$ cat config.mk
export PLATFORM = sky130hd
export DESIGN_NAME = timer_capture_unit
export DESIGN_NICKNAME = d
export VERILOG_FILES = /design/src/rtl/icu_pkg.sv /design/src/rtl/icu_sync.sv /design/src/rtl/icu_edge.sv /design/src/rtl/icu_capreg.sv /design/src/rtl/timer_capture_unit.sv
export SDC_FILE = /design/constraint.sdc
export NUM_CORES = 1
export LEC_CHECK = 0
export BUFFER_PORTS_ARGS = -buffer_cell sky130_fd_sc_hd__buf_2
export CAP_MARGIN = 15
export CORE_MARGIN = 1.5
export CORE_UTILIZATION = 43
export CTS_CLUSTER_SIZE = 16
export DETAILED_ROUTE_END_ITERATION = 6
export PLACE_DENSITY = 0.88
export SKIP_CTS_REPAIR_TIMING = 1
export SYNTH_ARGS = -nofsm -noshare
export SYNTH_HDL_FRONTEND = slang
export SYNTH_HIERARCHICAL = 1
export SYNTH_SLANG_ARGS = --single-unit
$ cat constraint.sdc
create_clock -name clk -period 2.1 [get_ports clk]
set_clock_uncertainty 0.15 [all_clocks]
set_input_delay 0.42 -clock clk [delete_from_list [all_inputs] [get_ports clk]]
set_output_delay 0.42 -clock clk [all_outputs]
set_load 0.05 [all_outputs]
$ cat src/rtl/icu_pkg.sv
package icu_pkg;
  typedef enum logic {
    EDGE_FALL = 1'b0,
    EDGE_RISE = 1'b1
  } edge_sel_e;
endpackage

$ cat src/rtl/icu_sync.sv
module icu_sync #(
  parameter int STAGES = 2
) (
  input  logic clk,
  input  logic rst_n,
  input  logic d,
  output logic q
);
  logic [STAGES-1:0] chain;

  generate
    if (STAGES == 1) begin : g_one
      always_ff @(posedge clk) begin
        if (!rst_n) chain <= '0;
        else        chain <= d;
      end
    end else begin : g_many
      always_ff @(posedge clk) begin
        if (!rst_n) chain <= '0;
        else        chain <= {chain[STAGES-2:0], d};
      end
    end
  endgenerate

  assign q = chain[STAGES-1];
endmodule

$ cat src/rtl/icu_edge.sv
module icu_edge (
  input  logic clk,
  input  logic rst_n,
  input  logic level,
  output logic rise_evt,
  output logic fall_evt
);
  logic prev;

  always_ff @(posedge clk) begin
    if (!rst_n) prev <= 1'b0;
    else        prev <= level;
  end

  assign rise_evt = level & ~prev;
  assign fall_evt = ~level & prev;

  AST_EDGE_EXCLUSIVE: assert property (@(posedge clk) disable iff (!rst_n)
    $onehot0({rise_evt, fall_evt}));
endmodule

$ cat src/rtl/icu_capreg.sv
module icu_capreg #(
  parameter int WIDTH = 16
) (
  input  logic             clk,
  input  logic             rst_n,
  input  logic             cap_evt,
  input  logic [WIDTH-1:0] count,
  input  logic             top_mode,
  input  logic             wr_en,
  input  logic [WIDTH-1:0] wr_data,
  input  logic             flag_clr,
  output logic [WIDTH-1:0] value,
  output logic             flag
);
  logic wr_take;
  assign wr_take = wr_en & top_mode;

  always_ff @(posedge clk) begin
    if (!rst_n) begin
      value <= '0;
    end else if (cap_evt) begin
      value <= count;
    end else if (wr_take) begin
      value <= wr_data;
    end
  end

  always_ff @(posedge clk) begin
    if (!rst_n)        flag <= 1'b0;
    else if (cap_evt)  flag <= 1'b1;
    else if (flag_clr) flag <= 1'b0;
  end

  AST_CAPTURE_VALUE: assert property (@(posedge clk) disable iff (!rst_n)
    cap_evt |=> (value == $past(count)));
  AST_FLAG_ON_CAPTURE: assert property (@(posedge clk) disable iff (!rst_n)
    cap_evt |=> flag);
  AST_CLEAR_TAKES: assert property (@(posedge clk) disable iff (!rst_n)
    (flag_clr && !cap_evt) |=> !flag);
  AST_TOP_HOLDS: assert property (@(posedge clk) disable iff (!rst_n)
    (top_mode && !wr_en) |=> $stable(value));
  AST_WRITE_GATED: assert property (@(posedge clk) disable iff (!rst_n)
    (!top_mode && !cap_evt) |=> $stable(value));
endmodule

$ cat src/rtl/timer_capture_unit.sv
module timer_capture_unit #(
  parameter int WIDTH       = 16,
  parameter int SYNC_STAGES = 2
) (
  input  logic             clk,
  input  logic             rst_n,
  input  logic             cap_pin,
  input  logic             edge_rise,
  input  logic             irq_en,
  input  logic             top_mode,
  input  logic [WIDTH-1:0] count,
  input  logic             flag_clr,
  input  logic             wr_en,
  input  logic [WIDTH-1:0] wr_data,
  output logic [WIDTH-1:0] cap_value,
  output logic             cap_flag,
  output logic             irq
);
  import icu_pkg::*;

  logic      pin_sync;
  logic      rise_evt;
  logic      fall_evt;
  logic      cap_evt;
  edge_sel_e sel;

  assign sel = edge_sel_e'(edge_rise);

  icu_sync #(.STAGES(SYNC_STAGES)) u_sync (
    .clk   (clk),
    .rst_n (rst_n),
    .d     (cap_pin),
    .q     (pin_sync)
  );

  icu_edge u_edge (
    .clk      (clk),
    .rst_n    (rst_n),
    .level    (pin_sync),
    .rise_evt (rise_evt),
    .fall_evt (fall_evt)
  );

  always_comb begin
    cap_evt = 1'b0;
    if (!top_mode) begin
      case (sel)
        EDGE_RISE: cap_evt = rise_evt;
        default:   cap_evt = fall_evt;
      endcase
    end
  end

  icu_capreg #(.WIDTH(WIDTH)) u_capreg (
    .clk      (clk),
    .rst_n    (rst_n),
    .cap_evt  (cap_evt),
    .count    (count),
    .top_mode (top_mode),
    .wr_en    (wr_en),
    .wr_data  (wr_data),
    .flag_clr (flag_clr),
    .value    (cap_value),
    .flag     (cap_flag)
  );

  assign irq = cap_flag & irq_en;

  AST_NO_CAPTURE_IN_TOP: assert property (@(posedge clk) disable iff (!rst_n)
    top_mode |-> !cap_evt);
  AST_IRQ_NEEDS_ENABLE: assert property (@(posedge clk) disable iff (!rst_n)
    !irq_en |-> !irq);
endmodule

; Word-level counts from Yosys, hierarchy flattened
; Index checks and enable logic that the tools add are counted.
[totals]
output_inout_bits = 18
wordCells = 18
ff_bits = 20
[classes]
n_bitwise = 6
reduce_logical = 2
n_mux = 6
[op_table]
columns = cell, count
row1 = $mux 16, 2
row2 = $and 1x1->1, 4
row3 = $mux 1, 4
row4 = $reduce_bool 2->1, 2
row5 = $not 1->1, 2

; Depth between registers and ports, before layout
[depth]
word_depth = 5
ltp_mapped = 6

; By module
; The synthesis kept the hierarchy.
[by_module_without_submodules]
columns = module, cells_per_inst, instances, seq_area_each_um2, area_per_inst_um2
row1 = icu_capreg, 94, 1, 340.3, 902.1
row2 = icu_sync, 4, 1, 40.0, 52.6
row3 = icu_edge, 4, 1, 20.0, 38.8
row4 = timer_capture_unit, 3, 1, 0.0, 20.0

; Worst setup path after synthesis
; No wires, ideal clock.
[synth_path]
kind = reg2out
from = register u_capreg.flag
to = output port irq
arrival_time_ns = 1.118
path_slack_ns = 0.412
t_required_ns = 1.530
n_path_buf = 0
stages_incl_launch_ff = 2
cell_sequence = dfxtp_1 > and2_1
[synth_via]
elab_chain_cells = 1
[synth_rtl]
columns = item, line_no
row1 = from (decl), icu_capreg.sv:13  ; output logic flag
row2 = from (signal assigned), icu_capreg.sv:29  ; if (!rst_n) flag <= 1'b0;
row3 = from (signal assigned), icu_capreg.sv:30  ; else if (cap_evt) flag <= 1'b1;
row4 = from (signal assigned), icu_capreg.sv:31  ; else if (flag_clr) flag <= 1'b0;
row5 = $and 1x1->1, timer_capture_unit.sv:67  ; assign irq = cap_flag & irq_en;
row6 = to (decl), timer_capture_unit.sv:17  ; output logic irq
; No other way between the ends.

; Final worst setup path
[layout_path]
from = register u_sync.chain[1]
to = register u_capreg.value[10]
[layout_lines]
columns = item, line_no
row1 = from (decl), icu_sync.sv:9  ; logic [STAGES-1:0] chain;
row2 = from (signal assigned), icu_sync.sv:20  ; else chain <= {chain[STAGES-2:0], d};
row3 = $and 1x1->1 (*), icu_edge.sv:15  ; assign rise_evt = level & ~prev;
row4 = net rise_evt, timer_capture_unit.sv:22  ; logic rise_evt;
row5 = $mux 1 (*), timer_capture_unit.sv:47  ; case (sel)
row6 = $mux 1 (*), timer_capture_unit.sv:46  ; if (!top_mode) begin
row7 = net cap_evt, timer_capture_unit.sv:24  ; logic cap_evt;
row8 = $mux 16 or $reduce_bool 2->1 (tied branches), -
row9 = to (signal assigned), icu_capreg.sv:22  ; value <= count;
row10 = to (signal assigned), icu_capreg.sv:24  ; value <= wr_data;
row11 = to (decl), icu_capreg.sv:12  ; output logic [WIDTH-1:0] value,
; Mark *: on every way through the listed nets, which the timed path passes. The rest lies on a longest branch.
; A chain may end at the register's enable or synchronous reset.

==> impl_metrics.csv <==
group,metric,value,unit
run_status,status,"complete, no violations",
die,die_area,2657,um^2
setup_path,worstPathRequired,2140,ps
power,power.share.clock,26.3,%
placed_design,io_buffers,57,
power,swShare,29.64,%
sta,finalSetupViolations,0,
die,num_rows,17,
route,initialDrtViolationCount,18,
placed_design,gp_congestion,0.7145,
yosys,syn_nets,145,
power,peakVddDrop,407.1,uV
sta,timing.setup.tns,0,ps
clock_network,path_clk_slew,110,ps
route,vias,1017,
setup_path,setup.worst_path.end_class,"register",
clock_network,insertion_delay,290,ps
flow_run,drv_cap,0,
finish,drive_gt1_share,41.14,%
power,power_density,624.4,nW/um^2
sta,worst_slew_pin_slew,473.6,ps
clock_network,root_buffer,"clkbuf_4",
setup_path,critical_path_class,"reg2reg",
yosys,synth_largest_area_cell,"dfxtp_1",
finish,fin_util,60.12,%
die,fp.dieW,51.55,um
route,postRouteAntennaNets,0,
clock_network,cts_sinks,20,
placed_design,dp.final_hpwl,1767,um
clock_network,clockBufferDepth,2,
yosys,synthTopCellsByArea,"dfxtp_1 (40%), o311a_1 (16%), a21boi_1 (12%), and3_1 (9.9%), nand2b_1 (8.6%)",
power,combPwrFrac,24.3,%
sta,period_needed,1698,ps
yosys,ys_types,13,
setup_path,cp-start-kind,"register",
global_routing,grt_pass1_wl,3939,um
placed_design,dp_slack,285.0,ps
sta,hold_viol,0,
power,p_seq_share,49.4,%
global_routing,globalRoute.totalOverflow,0,
route,first_pass_iters,4,
sta,setup_slack,402.5,ps
power,leakage,0.7351,nW
finish,syn2layout_area_growth,31.24,%
global_routing,grt_pass1_vias,960,
yosys,synth_warnings,6,
yosys,syn_area,1013,um^2
die,start_util,45.81,%
global_routing,grt_use_total,19.51,%
sta,max_freq,589.1,MHz
clock_network,cts_htree_levels,1,
power,p_int,584.3,uW
die,ioPinCount,58,
min_path,hp-class,"in2reg",
sta,slew_viol_final,0,
sta,relSlewSlack,68.43,%
route,wl,2476,um
die,core-area,2212,um^2
sta,rsz0062_at_grt,"no",
route,drc,0,
yosys,seq_area_frac_synth,39.51,%
route,wl_per_cell,13.31,um
finish,layout.cells.non_filler,186,
global_routing,grt_max_degree,33,
power,finalPower,830.4,uW
yosys,synth.top_cell.area_share,39.51,%
clock_network,cts_tree,"yes",
yosys,netlist_instances,105,
die,die_height,51.55,um
placed_design,placedCellCount,182,
clock_network,cts-buffers-inserted,3,
yosys,ys_ff_latch,20,
route,vias_per_cell,5.468,
global_routing,antenna_found_initial,0,
setup_path,crit_fanout,16,
finish,num-nets-final,199,
finish,n_antenna_cell,0,
power,switching_power,246.1,uW
setup_path,cp.arrival,1740,ps
sta,post-route-period-util,80.84,%
yosys,synth_area_per_cell,9.652,um^2
## final timing paths
| path | startpoint | to | slack, ps | depth (start not counted) |
|---|---|---|---|---|
| worst max-delay path | u_sync/chain[1] | u_capreg/value[10] | 400 | 6 |
| worst min-delay path | cap_pin | u_sync/chain[0] | 170 | 2 |
| worst max register to register | u_sync/chain[1] | u_capreg/value[10] | 400 | 6 |
| worst min register to register | u_sync/chain[0] | u_sync/chain[1] | 300 | 1 |
## power by group through the flow
stage               Clock, mW  Combinational [mW]  Sequential [mW]
global route            0.247               0.216            0.413
floorplan                   0              0.0718            0.487
global placement            0               0.197            0.418
CTS                     0.229               0.203            0.411
finish                  0.218               0.202            0.410
detailed placement          0               0.202            0.419
## cell usage after synthesis (all sizes together)
master,count
o21a,1
nor2b,3
o311a,16
mux2i,1
nand2b,14
nor2,1
and3,16
or2b,2
buf,11
a21boi,16
dfxtp,20
and2,4
## layer usage
layer	track usage (%)	up-vias	share of wire, %
li1	-	496	-
met1	24.41	473	45
met2	32.91	46	45
met3	2.874	2	8.4
met4	9.211	0	0.69
met5	0	-	0
## per-stage QoR
step	area, um^2	hold WS, ps
detailed placement	1294	278.3
CTS	1330	158.2
floorplan	1013	261.8
global placement	1294	265.0
finish	1330	168.3
global route	1330	159.8
## cells in the final DEF, fill, tap and decap left out
cell type and count:
a21boi_1 16, and2_1 4, and3_1 16, buf_2 57, buf_4 3, clkbuf_4 3, clkbuf_8 1, dfxtp_1 20
mux2i_1 1, nand2b_1 14, nor2_2 1, nor2b_1 3, o21a_1 1, o311a_1 16, or2b_1 2
## worst max-delay path, stage by stage, from the launching register on
cell	delay (ps)
dfxtp_1	360
nor2b_1	130
mux2i_1	90
nor2_2	360
buf_4	300
nand2b_1	90
o311a_1	130
## kinds of logic (layout without fill, tap and decap cells)
group	after synthesis	after routing	synth area share, %
AND/OR/NAND/NOR	40	40	24.69
AO/OA/AOI/OAI	33	33	28.40
flip-flops	20	20	39.51
buffers and inverters	11	64	6.420
multiplexers	1	1	0.9877
## layout make-up
type | count | area [um^2]
Sequential cell | 20 | 400.4
Clock buffer | 4 | 36.28
Multi-Input combinational cell | 74 | 550.5
Tap cell | 28 | 35.03
Fill cell | 213 | 882.1
Timing Repair Buffer | 60 | 307.8
## state kept, by name, summed over array words and instances, names as in the netlist
| signal | cells |
|---|---|
| u_capreg/flag | 1 |
| u_edge/prev | 1 |
| u_sync/chain | 2 |
| u_capreg/value | 16 |
Note: power is estimated with default switching activity, not from simulation.
